===== config.mk =====
export PLATFORM = sky130hd
export DESIGN_NAME = fdc_phase_seq
export DESIGN_NICKNAME = d
export VERILOG_FILES = /design/src/rtl/fdc_seq_pkg.sv /design/src/rtl/fdc_cmd_decode.sv /design/src/rtl/fdc_phase_fsm.sv /design/src/rtl/fdc_host_port.sv /design/src/rtl/fdc_phase_seq.sv
export SDC_FILE = /design/constraint.sdc
export NUM_CORES = 1
export LEC_CHECK = 0
export BUFFER_PORTS_ARGS = -buffer_cell sky130_fd_sc_hd__buf_2
export CAP_MARGIN = 10
export CORE_MARGIN = 2
export CORE_UTILIZATION = 30
export CTS_CLUSTER_DIAMETER = 30
export DETAILED_ROUTE_END_ITERATION = 16
export SETUP_SLACK_MARGIN = 0.3
export SLEW_MARGIN = 20
export SYNTH_ARGS = -nofsm -noshare
export SYNTH_HDL_FRONTEND = slang
export SYNTH_SLANG_ARGS = --single-unit

===== constraint.sdc =====
create_clock -name clk -period 3.5 [get_ports clk]
set_input_delay 0.175 -clock clk [delete_from_list [all_inputs] [get_ports clk]]
set_output_delay 0.175 -clock clk [all_outputs]
set_load 0.1 [all_outputs]

===== src/rtl/fdc_seq_pkg.sv =====
package fdc_seq_pkg;

   localparam int unsigned LEN_W = 4;

   typedef enum logic [1:0] {
      PH_IDLE = 2'd0,
      PH_CMD  = 2'd1,
      PH_EXEC = 2'd2,
      PH_RES  = 2'd3
   } phase_e;

   typedef struct packed {
      logic [LEN_W-1:0] cmd_len;
      logic [LEN_W-1:0] res_cnt;
      logic             has_exec;
      logic             exec_rd;
      logic             bad_op;
   } cmd_info_t;

   localparam logic [7:0] BAD_OP_RESULT = 8'h80;

   function automatic phase_e phase_after_cmd(input cmd_info_t ci);
      if (ci.has_exec)
         return PH_EXEC;
      else if (ci.res_cnt != '0)
         return PH_RES;
      else
         return PH_IDLE;
   endfunction

endpackage


===== src/rtl/fdc_cmd_decode.sv =====
module fdc_cmd_decode
   import fdc_seq_pkg::*;
(
   input  logic [7:0] opcode,
   output cmd_info_t  info
);

   always_comb begin
      info = '0;
      casez (opcode)
         8'b???0_1111: begin   // head positioning
            info.cmd_len = LEN_W'(3);
         end
         8'b???0_0111: begin   // return to track zero
            info.cmd_len = LEN_W'(2);
         end
         8'b???0_1000: begin   // interrupt status query
            info.cmd_len = LEN_W'(1);
            info.res_cnt = LEN_W'(2);
         end
         8'b???0_0110: begin   // sector read, host receives
            info.cmd_len  = LEN_W'(9);
            info.res_cnt  = LEN_W'(7);
            info.has_exec = 1'b1;
            info.exec_rd  = 1'b1;
         end
         8'b???0_0101: begin   // sector write, host sends
            info.cmd_len  = LEN_W'(9);
            info.res_cnt  = LEN_W'(7);
            info.has_exec = 1'b1;
         end
         default: begin
            info.cmd_len = LEN_W'(1);
            info.res_cnt = LEN_W'(1);
            info.bad_op  = 1'b1;
         end
      endcase
   end

endmodule


===== src/rtl/fdc_phase_fsm.sv =====
module fdc_phase_fsm
   import fdc_seq_pkg::*;
(
   input  logic             clk,
   input  logic             rst_n,
   input  logic             wr_req,
   input  logic             rd_req,
   input  logic [7:0]       wdata,
   input  cmd_info_t        dec_info,
   input  logic             nondma_in,
   input  logic             core_xreq,
   input  logic             core_xdone,
   output phase_e           phase,
   output logic             rqm,
   output logic             dio,
   output logic             busy,
   output logic             ndma,
   output logic [LEN_W-1:0] cnt,
   output cmd_info_t        info_q,
   output logic             go,
   output logic [7:0]       op_q,
   output logic             take_wr,
   output logic             take_rd
);

   logic             mode_q;
   logic [LEN_W-1:0] cnt_nxt;
   logic             cmd_last;
   logic             res_last;

   assign dio     = (phase == PH_RES) || ((phase == PH_EXEC) && info_q.exec_rd);
   assign busy    = (phase != PH_IDLE);
   assign ndma    = (phase == PH_EXEC) && mode_q;
   assign take_wr = wr_req && rqm && !dio;
   assign take_rd = rd_req && rqm && dio;

   assign cnt_nxt  = LEN_W'(cnt + 1'b1);
   assign cmd_last = (cnt_nxt == info_q.cmd_len);
   assign res_last = (cnt_nxt == info_q.res_cnt);

   // ready bit: drops on any accepted byte, returns one clock later
   always_ff @(posedge clk or negedge rst_n) begin
      if (!rst_n) begin
         rqm <= 1'b1;
      end else if (take_wr || take_rd) begin
         rqm <= 1'b0;
      end else if (phase == PH_EXEC) begin
         if (core_xdone)
            rqm <= 1'b0;
         else if (core_xreq && mode_q)
            rqm <= 1'b1;
      end else begin
         rqm <= 1'b1;
      end
   end

   always_ff @(posedge clk or negedge rst_n) begin
      if (!rst_n) begin
         phase  <= PH_IDLE;
         cnt    <= '0;
         info_q <= '0;
         mode_q <= 1'b0;
         go     <= 1'b0;
         op_q   <= '0;
      end else begin
         go <= 1'b0;
         unique case (phase)
            PH_IDLE: begin
               if (take_wr) begin
                  info_q <= dec_info;
                  op_q   <= wdata;
                  mode_q <= nondma_in;
                  if (dec_info.cmd_len == LEN_W'(1)) begin
                     go    <= 1'b1;
                     cnt   <= '0;
                     phase <= phase_after_cmd(dec_info);
                  end else begin
                     cnt   <= LEN_W'(1);
                     phase <= PH_CMD;
                  end
               end
            end
            PH_CMD: begin
               if (take_wr) begin
                  if (cmd_last) begin
                     go    <= 1'b1;
                     cnt   <= '0;
                     phase <= phase_after_cmd(info_q);
                  end else begin
                     cnt <= cnt_nxt;
                  end
               end
            end
            PH_EXEC: begin
               if (core_xdone) begin
                  cnt   <= '0;
                  phase <= PH_RES;
               end
            end
            PH_RES: begin
               if (take_rd) begin
                  if (res_last) begin
                     cnt   <= '0;
                     phase <= PH_IDLE;
                  end else begin
                     cnt <= cnt_nxt;
                  end
               end
            end
            default: phase <= PH_IDLE;
         endcase
      end
   end

   // every accepted byte is followed by a cleared ready bit
   p_rqm_gap_r3: assert property (@(posedge clk) disable iff (!rst_n)
      (take_wr || take_rd) |=> !rqm);

   // the first command byte always leaves the idle phase
   p_busy_set_r4: assert property (@(posedge clk) disable iff (!rst_n)
      (phase == PH_IDLE && take_wr) |=> busy);

   // commands without results return to idle after their last byte
   p_short_end_r5: assert property (@(posedge clk) disable iff (!rst_n)
      (phase == PH_CMD && take_wr && cmd_last && !info_q.has_exec
       && info_q.res_cnt == '0) |=> (phase == PH_IDLE));

   // DMA-mode execution never offers the data register
   p_dma_quiet_r10: assert property (@(posedge clk) disable iff (!rst_n)
      (phase == PH_EXEC && !mode_q && $past(phase) == PH_EXEC) |-> !rqm);

   // core requests only arrive during execution with ready low
   p_xreq_legal_r9: assert property (@(posedge clk) disable iff (!rst_n)
      core_xreq |-> (phase == PH_EXEC && !rqm && !core_xdone));

   // the completion strobe lasts one clock
   p_go_pulse_r12: assert property (@(posedge clk) disable iff (!rst_n)
      go |=> !go);

   // idle with no access in the previous cycle means ready
   p_idle_ready_r1: assert property (@(posedge clk) disable iff (!rst_n)
      (phase == PH_IDLE && $past(phase) == PH_IDLE && !$past(take_wr)
       && !$past(take_rd)) |-> rqm);

endmodule


===== src/rtl/fdc_host_port.sv =====
module fdc_host_port
   import fdc_seq_pkg::*;
#(
   parameter int unsigned ADDR_W   = 3,
   parameter int unsigned STAT_OFS = 4,
   parameter int unsigned DATA_OFS = 5,
   parameter int unsigned DRIVES   = 2,
   parameter bit          RD_REG   = 1'b0
) (
   input  logic              clk,
   input  logic              rst_n,
   input  logic              hst_sel,
   input  logic              hst_wr,
   input  logic [ADDR_W-1:0] hst_addr,
   input  logic              rqm,
   input  logic              dio,
   input  logic              ndma,
   input  logic              busy,
   input  logic [DRIVES-1:0] seek_busy,
   input  phase_e            phase,
   input  logic              bad_op,
   input  logic              core_xreq,
   input  logic [7:0]        core_xdata,
   input  logic [7:0]        core_res_byte,
   output logic              wr_req,
   output logic              rd_req,
   output logic [7:0]        hst_rdata
);

   localparam logic [ADDR_W-1:0] STAT_A = ADDR_W'(STAT_OFS);
   localparam logic [ADDR_W-1:0] DATA_A = ADDR_W'(DATA_OFS);

   logic [1:0] drv_bits;
   logic [7:0] status;
   logic [7:0] xdata_q;
   logic [7:0] data_mux;
   logic [7:0] rd_mux;

   assign wr_req = hst_sel && hst_wr && (hst_addr == DATA_A);
   assign rd_req = hst_sel && !hst_wr && (hst_addr == DATA_A);

   for (genvar d = 0; d < 2; d++) begin : g_drv
      if (d < DRIVES) begin : g_live
         assign drv_bits[d] = seek_busy[d];
      end else begin : g_tied
         assign drv_bits[d] = 1'b0;
      end
   end

   assign status = {rqm, dio, ndma, busy, 2'b00, drv_bits};

   always_ff @(posedge clk or negedge rst_n) begin
      if (!rst_n)
         xdata_q <= '0;
      else if (core_xreq && phase == PH_EXEC)
         xdata_q <= core_xdata;
   end

   always_comb begin
      unique case (phase)
         PH_RES:  data_mux = bad_op ? BAD_OP_RESULT : core_res_byte;
         PH_EXEC: data_mux = xdata_q;
         default: data_mux = '0;
      endcase
   end

   assign rd_mux = (hst_addr == STAT_A) ? status :
                   (hst_addr == DATA_A) ? data_mux : 8'h00;

   if (RD_REG) begin : g_rd_reg
      logic [7:0] rdata_q;
      always_ff @(posedge clk or negedge rst_n) begin
         if (!rst_n)
            rdata_q <= '0;
         else if (hst_sel && !hst_wr)
            rdata_q <= rd_mux;
      end
      assign hst_rdata = rdata_q;
   end else begin : g_rd_comb
      assign hst_rdata = rd_mux;
   end

endmodule


===== src/rtl/fdc_phase_seq.sv =====
module fdc_phase_seq
   import fdc_seq_pkg::*;
#(
   parameter int unsigned ADDR_W   = 3,
   parameter int unsigned STAT_OFS = 4,
   parameter int unsigned DATA_OFS = 5,
   parameter int unsigned DRIVES   = 2,
   parameter bit          RD_REG   = 1'b0
) (
   input  logic              clk,
   input  logic              rst_n,
   input  logic              hst_sel,
   input  logic              hst_wr,
   input  logic [ADDR_W-1:0] hst_addr,
   input  logic [7:0]        hst_wdata,
   output logic [7:0]        hst_rdata,
   input  logic              nondma_mode,
   input  logic [DRIVES-1:0] seek_busy,
   input  logic              core_xreq,
   input  logic [7:0]        core_xdata,
   input  logic              core_xdone,
   input  logic [7:0]        core_res_byte,
   output logic [LEN_W-1:0]  res_idx,
   output logic              cmd_go,
   output logic [7:0]        cmd_op,
   output logic              par_vld,
   output logic [7:0]        par_data,
   output logic [LEN_W-1:0]  par_idx,
   output logic              xfer_rd_ack
);

   if (DRIVES < 1 || DRIVES > 2) begin : g_bad_drives
      $error("DRIVES must be 1 or 2");
   end
   if (STAT_OFS == DATA_OFS) begin : g_bad_ofs
      $error("status and data offsets must differ");
   end
   if (STAT_OFS >= (1 << ADDR_W) || DATA_OFS >= (1 << ADDR_W)) begin : g_bad_win
      $error("offsets must fit the address width");
   end

   cmd_info_t        dec_info;
   cmd_info_t        info_q;
   phase_e           phase;
   logic             rqm, dio, busy, ndma;
   logic [LEN_W-1:0] cnt;
   logic             wr_req, rd_req, take_wr, take_rd;

   fdc_cmd_decode u_dec (
      .opcode (hst_wdata),
      .info   (dec_info)
   );

   fdc_phase_fsm u_fsm (
      .clk        (clk),
      .rst_n      (rst_n),
      .wr_req     (wr_req),
      .rd_req     (rd_req),
      .wdata      (hst_wdata),
      .dec_info   (dec_info),
      .nondma_in  (nondma_mode),
      .core_xreq  (core_xreq),
      .core_xdone (core_xdone),
      .phase      (phase),
      .rqm        (rqm),
      .dio        (dio),
      .busy       (busy),
      .ndma       (ndma),
      .cnt        (cnt),
      .info_q     (info_q),
      .go         (cmd_go),
      .op_q       (cmd_op),
      .take_wr    (take_wr),
      .take_rd    (take_rd)
   );

   fdc_host_port #(
      .ADDR_W   (ADDR_W),
      .STAT_OFS (STAT_OFS),
      .DATA_OFS (DATA_OFS),
      .DRIVES   (DRIVES),
      .RD_REG   (RD_REG)
   ) u_port (
      .clk           (clk),
      .rst_n         (rst_n),
      .hst_sel       (hst_sel),
      .hst_wr        (hst_wr),
      .hst_addr      (hst_addr),
      .rqm           (rqm),
      .dio           (dio),
      .ndma          (ndma),
      .busy          (busy),
      .seek_busy     (seek_busy),
      .phase         (phase),
      .bad_op        (info_q.bad_op),
      .core_xreq     (core_xreq),
      .core_xdata    (core_xdata),
      .core_res_byte (core_res_byte),
      .wr_req        (wr_req),
      .rd_req        (rd_req),
      .hst_rdata     (hst_rdata)
   );

   assign res_idx     = cnt;
   assign par_vld     = take_wr;
   assign par_data    = hst_wdata;
   assign par_idx     = cnt;
   assign xfer_rd_ack = take_rd && (phase == PH_EXEC);

endmodule


==> flow_metrics.py <==
metrics = {
    "run_status": {
        "status": "finished clean",
    },
    "yosys": {
        "netlist_instances": 229,
        "synth_top_flop_cell": "dfrtp_1",
        "synth_area_leaders": "dfrtp_1, nand2_1, mux2_2",
        "yosysWarnings": 0,
        "post-synth-top-area-cell": "dfrtp_1",
        "synthArstFlopShare": 1.00,
        "synth_edf_count": 0,
        "syn_nets": 266,
        "synth_top_area_share": 0.402,
        "seq_area_frac_synth": 0.414,
        "synth-seq-cells": 34,
        "yosysMostFrequentCell": "nand2_1",
        "syn_avg_cell_area_um2": 8.98,
        "synthesis.area_um2": 2060,
        "ys_types": 47,
        "synthTopCellsByCount": "nand2_1, dfrtp_1, o21ai_0",
    },
    "timing": {
        "rsz0062_at_grt": "false",
        "max_slew_margin": 0.486,
        "skew_ns": 0.00498,
        "fin_setup_tns_ns": 0,
        "final_hold_viol_count": 0,
        "min_period_ns": 2.71,
        "worst_pin_slew_ns": 0.771,
        "setup_viol": 0,
        "finalCritPeriodShare": 0.774,
        "clock.fmax_ghz": 0.369,
        "fin_hold_ws_ns": 0.0781,
        "slew_viol_final": 0,
    },
    "cts": {
        "clk_latency_ns": 0.29,
        "cts_hold_buffers": 1,
        "cts.reportedPaths.clkPinSlew_ns": 0.08,
        "cts-buffers-inserted": 5,
        "htree_levels": 2,
        "postCtsSetupBuffers": 0,
        "cts_tree": "done",
        "cts-root-buf": "clkbuf_8",
        "clock_path_buffers": 2,
        "cts-resized-gates": 0,
        "clock_sinks": 34,
    },
    "global_routing": {
        "use_met1": 0.185,
        "grtUsageMet3": 0.0324,
        "grt.busiest_layer": "met2",
        "grt_max_degree": 35,
        "grt_pass1_vias": 1606,
        "grt_pass1_wl_um": 7760,
        "overflow": 0,
        "grtUsageTotal": 0.130,
        "antenna_found_initial": 0,
        "use_met2": 0.198,
    },
    "final_layout": {
        "fillCellCount": 688,
        "multiInputGateArea_um2": 1040,
        "register_area_um2": 852,
        "drive_above_1_share": 0.334,
        "diodes": 0,
        "syn2layout_area_growth_pct": 22.8,
        "design_area_um2": 2520,
        "nNetsFinal": 323,
    },
    "worst_setup_path": {
        "crit_type": "register to primary output",
        "cpPeakStageDelay_ns": 0.71,
        "end_kind": "primary output",
        "critPathSlowestCell": "dfrtp_1",
        "arrival_ns": 2.54,
        "crit_fanout": 20,
        "crit_chain": "inv_1 > nor2_1 > a22o_1 > nand3_1 > a21oi_1 > buf_2",
        "critPathLaunchType": "register",
        "worstPathRequired_ns": 3.32,
    },
    "worst_hold_path": {
        "hp-class": "input port to register",
    },
    "place": {
        "dp_hpwl_um": 3680,
        "gp_congestion": 0.809,
        "placed_area_um2": 2380,
        "port_buffers": 70,
    },
    "pwr": {
        "power_leakage_uw": 0.00129,
        "totalPowerFinal_uw": 1520,
        "max-vdd-ir-drop_uv": 199,
        "powerDensity_nw_per_um2": 602,
    },
    "die": {
        "floorplan.core_area_um2": 6720,
        "ioPinCount": 71,
        "row_count": 30,
        "start_util": 0.306,
        "die_w_um": 86.8,
        "die_area_um2": 7530,
        "die_h_um": 86.8,
    },
    "route": {
        "drc": 0,
        "routedWlPerCell_um": 13.3,
        "antenna_left": 0,
        "viasPerCell": 5.04,
        "routed_wl_um": 4880,
        "firstDrtPassIters": 5,
        "dr_total_vias": 1851,
        "drt_iter0_markers": 77,
    },
    "run": {
        "drv_cap": 0,
    },
}
==> kinds of logic (layout without fill, tap and decap cells) <==
kind of cell               count (synthesis)  count (layout)  synth area share
DFF                                       34              34             0.414
AOI/OAI and AO/OA                         51              51             0.157
adders and majority gates                  2               2            0.0110
muxes                                     11              11            0.0590
xor gates and xnor gates                  10              10            0.0426
and+or+nand+nor                           91              91             0.229
buffers and inverters                     30              88            0.0864
==> cell type report <==
class,count,area share
clock inverter,3,0.0273
multi-input combinational,165,0.411
clock buffer,5,0.0273
sequential,34,0.337
inverter,8,0.0119
timing repair buffer,72,0.146
tap,80,0.0396
==> worst max-delay path, delay by kind of cell (launching register included) <==
kind	cells	cell delay (ns)
buffers and inverters	2	0.77
DFF	1	0.71
and+or+nand+nor	2	0.42
AOI/OAI and AO/OA	2	0.34
==> per-stage QoR <==
stage	std cells	util	setup WS, ns
2_1_floorplan	229	-	0.663
3_3_place_gp	358	0.354	1.19
3_5_place_dp	358	0.354	1.10
4_1_cts	367	0.376	0.765
5_1_grt	367	0.376	0.573
6_report	367	0.376	0.789
==> sequential cells by signal, indices dropped and copies added (netlist names) <==
register / cells
u_fsm.rqm: 1
u_fsm.phase: 2
u_fsm.go: 1
u_fsm.cnt: 4
u_fsm.op_q: 8
u_port.xdata_q: 8
u_fsm.mode_q: 1
u_fsm.info_q: 9
==> layer usage <==
layer / vias to the layer above / routed length [µm]
met4: 0 / 27
met1: 880 / 2400
met5: - / 0
met3: 5 / 271
li1: 910 / -
met2: 56 / 2180
==> final timing paths <==
kind	start	slack (ns)	endpoint	cells past startpoint
setup / recovery	u_fsm.phase[0]	0.79	hst_rdata[1]	6
hold / removal	nondma_mode	0.08	u_fsm.mode_q	3
setup reg to reg	u_fsm.phase[0]	1.26	u_fsm.phase[1]	5
hold reg to reg	u_fsm.op_q[6]	0.48	u_fsm.op_q[6]	2
max in group asynchronous	rst_n	2.51	u_fsm.op_q[4]	2
min in group asynchronous	rst_n	0.50	u_fsm.cnt[1]	2
==> layout by cell type (no fill, tap or decap), types with 2 or more instances in the layout <==
cell type / instances
nor3_1: 3
o2bb2ai_1: 2
a21oi_1: 8
mux2_2: 9
a221oi_1: 2
a22o_1: 2
nor2b_1: 7
nand3_1: 6
and4_1: 2
a31oi_1: 3
nor2_1: 13
a22oi_1: 4
clkbuf_8: 5
nand2b_1: 4
o21ai_0: 19
bufinv_16: 2
dfrtp_1: 33
buf_2: 70
inv_1: 8
mux2i_1: 2
nand4b_1: 2
xor2_1: 3
xnor2_1: 7
a21o_1: 3
nand2_1: 43
==> power breakdown <==
part	switching, µW	internal (µW)	leakage (µW)
clock	156	285	0.0000683
combinational	480	139	0.000769
sequential	44.6	416	0.000453
total	680	840	0.00129
Power figures use the tool's default switching activity.
